### src/rtl/icount_pkg.sv
package icount_pkg;

    localparam int unsigned DEF_THREADS = 8;
    localparam int unsigned DEF_CNT_W   = 6;
    localparam int unsigned DEF_DELTA_W = 3;

    typedef struct packed {
        logic [31:0] cur;
        logic [31:0] up;
        logic [31:0] down;
    } occ_step_t;

    function automatic int unsigned id_width(input int unsigned n);
        return (n > 1) ? $clog2(n) : 1;
    endfunction

    // Combined update: add first, then remove, then clamp both ends.
    function automatic logic [31:0] occ_next(input occ_step_t s, input logic [31:0] maxv);
        logic [31:0] total;
        logic [31:0] res;
        total = s.cur + s.up;
        if (s.down >= total) res = 32'd0;
        else                 res = total - s.down;
        if (res > maxv)      res = maxv;
        return res;
    endfunction

endpackage

### src/rtl/icount_counter.sv
module icount_counter #(
    parameter int unsigned CNT_W   = icount_pkg::DEF_CNT_W,
    parameter int unsigned DELTA_W = icount_pkg::DEF_DELTA_W
) (
    input  logic               clk,
    input  logic               rst,
    input  logic [DELTA_W-1:0] add_n,
    input  logic [DELTA_W-1:0] sub_issue,
    input  logic [DELTA_W-1:0] sub_flush,
    output logic [CNT_W-1:0]   count
);
    import icount_pkg::*;

    localparam logic [31:0] MAXV = 32'((64'd1 << CNT_W) - 64'd1);

    occ_step_t   step;
    logic [31:0] nxt;

    always_comb begin
        step.cur  = 32'(count);
        step.up   = 32'(add_n);
        step.down = 32'(sub_issue) + 32'(sub_flush);
        nxt       = occ_next(step, MAXV);
    end

    always_ff @(posedge clk) begin
        if (rst) count <= '0;
        else     count <= nxt[CNT_W-1:0];
    end
endmodule

### src/rtl/icount_pick.sv
module icount_pick #(
    parameter int unsigned N     = icount_pkg::DEF_THREADS,
    parameter int unsigned CNT_W = icount_pkg::DEF_CNT_W,
    parameter int unsigned IDW   = icount_pkg::id_width(N)
) (
    input  logic [N*CNT_W-1:0] counts,
    input  logic [N-1:0]       mask,
    output logic               valid,
    output logic [IDW-1:0]     id
);
    logic [CNT_W-1:0] best;

    // Strict less-than keeps the lowest index on equal counts.
    always_comb begin
        valid = 1'b0;
        id    = '0;
        best  = '0;
        for (int i = 0; i < int'(N); i++) begin
            if (mask[i] && (!valid || counts[i*CNT_W +: CNT_W] < best)) begin
                valid = 1'b1;
                id    = IDW'(i);
                best  = counts[i*CNT_W +: CNT_W];
            end
        end
    end
endmodule

### src/rtl/fetch_chooser.sv
module fetch_chooser #(
    parameter int unsigned N       = icount_pkg::DEF_THREADS,
    parameter int unsigned CNT_W   = icount_pkg::DEF_CNT_W,
    parameter int unsigned DELTA_W = icount_pkg::DEF_DELTA_W,
    localparam int unsigned IDW    = icount_pkg::id_width(N)
) (
    input  logic                 clk,
    input  logic                 rst,
    input  logic [N-1:0]         eligible,
    input  logic [N*DELTA_W-1:0] fetch_n,
    input  logic [N*DELTA_W-1:0] issue_n,
    input  logic [N*DELTA_W-1:0] flush_n,
    output logic                 grant0_valid,
    output logic [IDW-1:0]       grant0_id,
    output logic                 grant1_valid,
    output logic [IDW-1:0]       grant1_id,
    output logic [N*CNT_W-1:0]   occupancy
);
    logic [N-1:0] second_mask;

    for (genvar t = 0; t < int'(N); t++) begin : g_thr
        icount_counter #(.CNT_W(CNT_W), .DELTA_W(DELTA_W)) u_cnt (
            .clk      (clk),
            .rst      (rst),
            .add_n    (fetch_n[t*DELTA_W +: DELTA_W]),
            .sub_issue(issue_n[t*DELTA_W +: DELTA_W]),
            .sub_flush(flush_n[t*DELTA_W +: DELTA_W]),
            .count    (occupancy[t*CNT_W +: CNT_W])
        );
    end

    icount_pick #(.N(N), .CNT_W(CNT_W), .IDW(IDW)) u_first (
        .counts(occupancy),
        .mask  (eligible),
        .valid (grant0_valid),
        .id    (grant0_id)
    );

    always_comb begin
        second_mask = eligible;
        if (grant0_valid) second_mask[grant0_id] = 1'b0;
    end

    icount_pick #(.N(N), .CNT_W(CNT_W), .IDW(IDW)) u_second (
        .counts(occupancy),
        .mask  (second_mask),
        .valid (grant1_valid),
        .id    (grant1_id)
    );
endmodule

### config.mk
export PLATFORM = sky130hd
export DESIGN_NAME = fetch_chooser
export DESIGN_NICKNAME = d
export VERILOG_FILES = /design/src/rtl/icount_pkg.sv /design/src/rtl/icount_counter.sv /design/src/rtl/icount_pick.sv /design/src/rtl/fetch_chooser.sv
export SDC_FILE = /design/constraint.sdc
export NUM_CORES = 1
export LEC_CHECK = 0
export ABC_CLOCK_PERIOD_IN_PS = 46500
export BUFFER_PORTS_ARGS = -buffer_cell sky130_fd_sc_hd__buf_2
export CORE_MARGIN = 2
export CORE_UTILIZATION = 55
export DETAILED_ROUTE_END_ITERATION = 12
export GPL_TIMING_DRIVEN = 0
export MAX_ROUTING_LAYER = met4
export PLACE_DENSITY = 0.75
export SYNTH_ARGS = -nofsm -noshare
export SYNTH_HDL_FRONTEND = slang
export SYNTH_HIERARCHICAL = 1
export SYNTH_SLANG_ARGS = --single-unit
### constraint.sdc
create_clock -name clk -period 46.5 [get_ports clk]
set_input_delay 9.3 -clock clk [delete_from_list [all_inputs] [get_ports clk]]
set_output_delay 9.3 -clock clk [all_outputs]
set_load 0.01 [all_outputs]
* After elaboration in Yosys (flattened, before gate mapping)
Index checks and enable logic that the tools add are counted.
** Word-level totals
- Flip-flop bits (word level) :: 48
- Input bits :: 82
- Output and inout port bits :: 56
- Logic and storage cells :: 172
** Operators by class
- Add/sub/neg operators :: 24
- Magnitude comparators :: 32
- Mux-type cells :: 63
- Bitwise gates (word level) :: 2
- Reduce and logical (&&, ||, !) cells :: 43
** Operators by type and width (count)
- 32-bit >= comparator :: 8
- 32-bit by 6-bit > comparator with 1-bit output (second input constant) :: 8
- 32-bit two-way mux :: 8
- 32-bit subtractor :: 8
- 6-bit two-way mux :: 22
- 6-bit < comparator :: 14
- 6-bit by 3-bit adder with 7-bit output :: 8
- 3-bit by 3-bit adder with 4-bit output :: 8
- 3-bit two-way mux :: 8
- 1-bit two-way mux :: 19
- 1-bit logical AND :: 15
- 1-bit zero test :: 14
- 1-bit logical OR :: 14
- 8-bit AND :: 1
- 2-bit two-way mux :: 4
- 8-bit two-way mux :: 1
- 8-bit inverter :: 1
- 3-bit by 4-bit < comparator with 1-bit output (second input constant) :: 1
- 1-bit demux with 3-bit select :: 1
- 3-bit by 1-bit >= comparator with 1-bit output (second input constant) :: 1

* Longest topological paths before layout
- Depth in word-level cells :: 65
- Gate-level depth with buffers :: 130
- Mapped depth without buffers :: 120

* Modules after synthesis
Netlist, hierarchy kept.
** By module, submodules not included
- icount_counter at g_thr[0].u_cnt ... :: times used 7, cells each 79, area each 724.4 um2, sequential area each 120.1 um2
- icount_pick :: times used 2, cells each 267, area each 1814.2 um2, sequential area each 0.0 um2
- icount_counter at g_thr[7].u_cnt :: times used 1, cells each 80, area each 700.7 um2, sequential area each 120.1 um2
- fetch_chooser :: times used 1, cells each 13, area each 101.3 um2, sequential area each 0.0 um2

* Least setup slack after synthesis
Ideal clock, no wire load.
- Path type :: input -> output
- From :: input port eligible[0]
- To :: output port grant1_id[1]
- Data arrival time :: 31.455 ns
- Data required time :: 37.200 ns
- Slack :: 5.745 ns
- Cell stages on the path :: 123
- Path buffers :: 10
- Cell sequence :: buf_2 clkbuf_1 nand2_1 ha_1 a41oi_2 o21ai_2 o21a_1 o31ai_1 inv_1 ha_1 nand2_1 o21ai_0 nor2_1 o21ai_0 a21oi_1 or2_2 ha_1 a21o_1 [... 87 more ...] a21o_1 a21o_1 a221o_1 nand2_1 nand2_1 nor3_1 a21oi_2 buf_6 a31o_1 ha_1 a21o_1 a21oi_1 o21ai_0 and2_0 nor3_1 nand2_1 and3_1 nand2_1
** Between the ends
- Longest elaborated chain between the ends :: 65
- Elaborated cells between the ends (all ways) :: 106
- Those cells by class :: order compare: 16; mux: 45; bitwise: 2; reduce/logical: 43
** Ends and longest elaborated chain
- start: declaration :: line fetch_chooser.sv:9 : input logic [N-1:0] eligible,
- 6-bit two-way mux or 1-bit two-way mux (tied branches) :: line icount_pick.sv:19 : if (mask[i] && (!valid || counts[i*CNT_W +: CNT_W] < best)) begin
- 6-bit < comparator or 1-bit zero test (tied branches) :: line icount_pick.sv:19
- 1-bit logical OR :: line icount_pick.sv:19
- 1-bit logical AND :: line icount_pick.sv:19
- 6-bit two-way mux or 1-bit two-way mux (tied branches) :: line icount_pick.sv:19
- 6-bit < comparator or 1-bit zero test (tied branches) :: line icount_pick.sv:19
- 1-bit logical OR :: line icount_pick.sv:19
- 1-bit logical AND :: line icount_pick.sv:19
- [... 21 more ...]
- net grant0_id[2] :: line fetch_chooser.sv:14 : output logic [IDW-1:0] grant0_id,
- [... 7 more ...]
- net second_mask[0] :: line fetch_chooser.sv:19 : logic [N-1:0] second_mask;
- [... 21 more ...]
- 6-bit < comparator or 1-bit zero test (tied branches) :: line icount_pick.sv:19
- 1-bit logical OR :: line icount_pick.sv:19
- 1-bit logical AND :: line icount_pick.sv:19
- 6-bit two-way mux or 1-bit two-way mux (tied branches) :: line icount_pick.sv:19
- 6-bit < comparator or 1-bit zero test (tied branches) :: line icount_pick.sv:19
- 1-bit logical OR :: line icount_pick.sv:19
- 1-bit logical AND :: line icount_pick.sv:19
- 3-bit two-way mux * :: line icount_pick.sv:19
- end: declaration :: line fetch_chooser.sv:16 : output logic [IDW-1:0] grant1_id,
The timed path passes the listed nets; every way through them passes the cells marked *.

* Final worst setup path
- From :: input port eligible[0]
- To :: output port grant1_id[1]
** Between the ends
- Longest elaborated chain between the ends :: 65
- Elaborated cells between the ends (all ways) :: 106
- Those cells by class :: order compare: 16; mux: 45; bitwise: 2; reduce/logical: 43
** Ends and longest elaborated chain (line)
- 6-bit two-way mux or 1-bit two-way mux (tied branches) :: icount_pick.sv:19
- 6-bit < comparator or 1-bit zero test (tied branches) :: icount_pick.sv:19
- 1-bit logical OR :: icount_pick.sv:19
- 1-bit logical AND :: icount_pick.sv:19
- 6-bit two-way mux or 1-bit two-way mux (tied branches) :: icount_pick.sv:19
- 6-bit < comparator or 1-bit zero test (tied branches) :: icount_pick.sv:19
- 1-bit logical OR :: icount_pick.sv:19
- 1-bit logical AND :: icount_pick.sv:19
- [... 28 more ...]
- net second_mask[0] :: fetch_chooser.sv:19
- [... 21 more ...]
- 6-bit < comparator or 1-bit zero test (tied branches) :: icount_pick.sv:19
- 1-bit logical OR :: icount_pick.sv:19
- 1-bit logical AND :: icount_pick.sv:19
- 6-bit two-way mux or 1-bit two-way mux (tied branches) :: icount_pick.sv:19
- 6-bit < comparator or 1-bit zero test (tied branches) :: icount_pick.sv:19
- 1-bit logical OR :: icount_pick.sv:19
- 1-bit logical AND :: icount_pick.sv:19
- 3-bit two-way mux * :: icount_pick.sv:19
Marked as above.

==> out/qor.csv <==
stage;metric;value;unit
status;outcome;completed;
timing;Final Max Slew Viols;0;
logic_synthesis;library cells used by synthesis;78;
logic_synthesis;syn_area_per_cell;8.05;sq um
floorplanning;CORE AREA;0.0171;sq mm
logic_synthesis;main combinational cell family by area after synthesis;compound AO/OA/AOI/OAI gates;
cells_and_area;biggest regs;g_thr.u_cnt/count (48);
drt;drt drc;0;
clock_tree;CTS Buf Count;5;
global_routing;initial antenna violation count;1;
logic_synthesis;mux cell area share after synthesis;0;%
logic_synthesis;top cells by area, synth;ha_1 20%, dfxtp_1 10%, fa_1 5.1%;
floorplanning;Die X;135;um
timing;fmax;0.0226;GHz
critical_path;Crit path required time;37.20;ns
critical_path;Crit. End Element;output pin;
clock_tree;worst skew pair latency;0.30;ns
timing;skew final;0.00349;ns
critical_path;r2r worst-path depth;10;
clock_tree;CTS sink count;48;
worst_hold_path;hold wc startpoint;g_thr[7].u_cnt/count[5];
logic_synthesis;XOR/XNOR share of the synthesized area;5.25;%
place;pre-CTS setup slack;2.44;ns
timing;Setup violations, final;0;
global_routing;total grt overflow;0;
clock_tree;Root Driver;clkbuf_16;
global_routing;largest net degree at the start of global routing;36;
critical_path;Reg-to-Reg Start;g_thr[4].u_cnt/count[0];
floorplanning;Die Footprint;0.0183;sq mm
clock_tree;# hold bufs at CTS;0;
logic_synthesis;syn nets;1436;
global_routing;vias in the first global route;8745;
drt;drt wl/cell;16.2;um
critical_path;Crit-path slowest cell;nor3_1;
logic_synthesis;#FFs+latches synth;48;
timing;setup slack after layout;2.24;ns
logic_synthesis;Synth Area in Simple Gates;21.8;%
job;# Max-Cap Violations;0;
worst_hold_path;HP Class;flip-flop to flip-flop;
cells_and_area;Biggest register;g_thr.u_cnt/count;
cells_and_area;max FFs per register;48;
global_routing;global-route wire length before repair;41.1;mm
drt;post-route ant nets;0;
logic_synthesis;synth warn;6;
worst_hold_path;hold endpoint;g_thr[7].u_cnt/count[5];
logic_synthesis;post-synthesis compound-gate area fraction;33.1;%
timing;Slew HR;50.3;%
place;Detail Placement HPWL;20.1;mm
cells_and_area;Final nets;1580;
drt;initial drt markers;614;
logic_synthesis;ys async rst share;0;%
logic_synthesis;main flop type after synthesis;dfxtp_1;
logic_synthesis;adder-cell share of the synthesized area;24.8;%
timing;RSZ-0062 raised after global routing;false;
logic_synthesis;top cell type's share of synthesized area;19.8;%
cells_and_area;layout cell share with drive strength beyond 1;19.0;%
logic_synthesis;Post-synth EDFFs;0;
clock_tree;H-tree lvl count;2;
drt;routed vias;9396;
critical_path;WS Path Type;input port to output pin;
worst_hold_path;Worst Hold Depth;3;
critical_path;reg2reg end;g_thr[4].u_cnt/count[4];
clock_tree;TritonCTS clock tree;yes;
critical_path;startpoint types;input port;
logic_synthesis;Synth area leader;ha_1;
critical_path;CP max stage delay;0.49;ns
timing;minimum clock period;44.26;ns
critical_path;CP Max Fanout;10;
drt;drt first pass iters;5;
global_routing;All-Layer GR Usage;28.0;%
drt;routed wire length;25.2;mm
clock_tree;Worst-path clk slew;0.07;ns
floorplanning;io pins;138;
cells_and_area;# fillers;1538;
place;Buffers on Ports;137;
floorplanning;Initial Util;55.5;%
timing;setup_tns;0;ns
place;GPL Wtd Cong;0.931;
cells_and_area;area delta synth->final;11.8;%
critical_path;r2r setup slk;43.35;ns
logic_synthesis;Post-Synthesis Cells;1180;
timing;Final Hold Fails;0;
critical_path;most used cell, CP;nand2_1;
floorplanning;row count;48;
logic_synthesis;Cell Area, Synth;0.00950;sq mm
timing;Slew @ Worst Pin;0.739;ns
clock_tree;maximum clock insertion buffer count;2;
drt;vias per inst;6.06;
floorplanning;overall die height;135;um
timing;Tcrit/Tclk final;95.2;%
logic_synthesis;sequential-to-total area share from yosys stat;10.1;%
critical_path;WP data arrival;34.96;ns
-- layout by cell type (no fill, tap or decap), types with 8 or more instances in the layout --
| cell | instances |
|---|---|
| o211a_1 | 9 |
| ha_1 | 150 |
| or3_1 | 9 |
| o22ai_1 | 46 |
| o31a_1 | 10 |
| nand2_1 | 56 |
| a211oi_1 | 16 |
| and4_1 | 11 |
| o21ai_0 | 36 |
| nor2_1 | 92 |
| nor4_1 | 9 |
| nand2_2 | 8 |
| and2_1 | 13 |
| fa_1 | 24 |
| nand2b_1 | 47 |
| xnor2_1 | 42 |
| nand4_1 | 11 |
| o31ai_1 | 20 |
| dfxtp_1 | 48 |
| o311ai_0 | 10 |
| a31oi_1 | 9 |
| a31o_1 | 8 |
| buf_2 | 143 |
| o21bai_1 | 9 |
| inv_1 | 107 |
| nor2b_1 | 10 |
| or2_2 | 13 |
| or2_1 | 9 |
| nand3_1 | 11 |
| xor2_1 | 15 |
| a21oi_1 | 88 |
| a21o_1 | 43 |
| o21a_1 | 8 |
| nor3_1 | 43 |
-- synthesized netlist by cell type, types with 6 or more instances --
| master | n |
|---|---|
| o22ai_1 | 46 |
| o31a_1 | 10 |
| o21bai_1 | 9 |
| a21o_1 | 43 |
| nor2_1 | 92 |
| a211oi_4 | 7 |
| ha_1 | 150 |
| o21bai_2 | 7 |
| nand2_1 | 56 |
| o211ai_2 | 7 |
| nand4b_1 | 7 |
| o31ai_1 | 20 |
| nand2_2 | 8 |
| nor4_1 | 9 |
| o211a_1 | 9 |
| and2_1 | 13 |
| a211oi_1 | 16 |
| and4_1 | 11 |
| fa_1 | 24 |
| buf_2 | 6 |
| nand2b_1 | 47 |
| or2_2 | 13 |
| a31oi_1 | 9 |
| nor2b_1 | 10 |
| nand4_1 | 11 |
| o21ai_0 | 38 |
| or3_1 | 9 |
| nor3_4 | 7 |
| a211o_2 | 7 |
| o311ai_0 | 10 |
| o32ai_2 | 7 |
| inv_1 | 107 |
| xor2_1 | 15 |
| nor3_1 | 43 |
| o21a_1 | 8 |
| a31oi_2 | 7 |
| a21oi_1 | 88 |
| or2_1 | 9 |
| nand3_1 | 11 |
| dfxtp_1 | 48 |
| a31o_1 | 8 |
| xnor2_1 | 42 |
-- per-layer routing --
metal  up-vias  track usage [%]  routed length [um]
met5         -                -                   0
met4         0             6.48                 380
met3        31             3.44                1370
met2       260             46.2               11700
met1      4386             36.9               11700
li1       4719                -                   -
-- cell type report --
| type | count | area [sq um] | share of cell area, % |
|---|---|---|---|
| repair buffers | 137 | 686 | 6.46 |
| multi-input cells | 1012 | 8070 | 76.0 |
| clock inverters | 1 | 7.51 | 0.0707 |
| clock buffers | 7 | 143 | 1.34 |
| flip-flops and latches | 48 | 961 | 9.05 |
| well taps | 225 | 282 | 2.65 |
| inverters | 108 | 405 | 3.82 |
| plain buffers | 12 | 67.6 | 0.636 |
| diodes | 1 | 2.50 | 0.0236 |
-- worst max-delay path: cells and delay by family --
kind,cells,cell delay (ns)
buffers and inverters,14,2.78
AOI/OAI and AO/OA,59,12.71
and+or+nand+nor,38,5.96
adders and majority gates,14,4.15
-- cell families (layout without fill, tap and decap cells) --
group | Yosys count | after routing
AOI/OAI and AO/OA | 405 | 405
adders and majority gates | 174 | 174
other | 0 | 1
and+or+nand+nor | 376 | 376
xor gates and xnor gates | 57 | 57
DFF | 48 | 48
buffers and inverters | 120 | 265
-- how the worst max path moves through the flow --
| stage | from | to | depth (start not counted) |
|---|---|---|---|
| after floorplan | eligible[0] | grant1_id[1] | 123 |
| after global placement | eligible[0] | grant1_id[1] | 125 |
| after detailed placement | eligible[0] | grant1_id[1] | 125 |
| after CTS | eligible[0] | grant1_id[1] | 125 |
| after global routing | eligible[0] | grant1_id[1] | 125 |
| final | eligible[0] | grant1_id[1] | 125 |
-- through the flow --
| step | area (sq um) | utilization (%) | hold slack [ns] | cells |
|---|---|---|---|---|
| after floorplan | 9500 | - | 0.775 | 1180 |
| after CTS | 10600 | 62.0 | 0.874 | 1550 |
| final | 10600 | 62.1 | 0.863 | 1551 |
| after detailed placement | 10500 | 61.2 | 0.849 | 1542 |
| after global placement | 10500 | 61.2 | 0.860 | 1542 |
| after global routing | 10600 | 62.1 | 0.935 | 1551 |
-- repair_timing --
item	CTS	global route
setup buffers	0	0
gates resized for setup	0	2
endpoints found under the setup margin	0	3
Power is not shown: default switching activity piles up to over one toggle a cycle in this logic, so the estimate is an artifact.
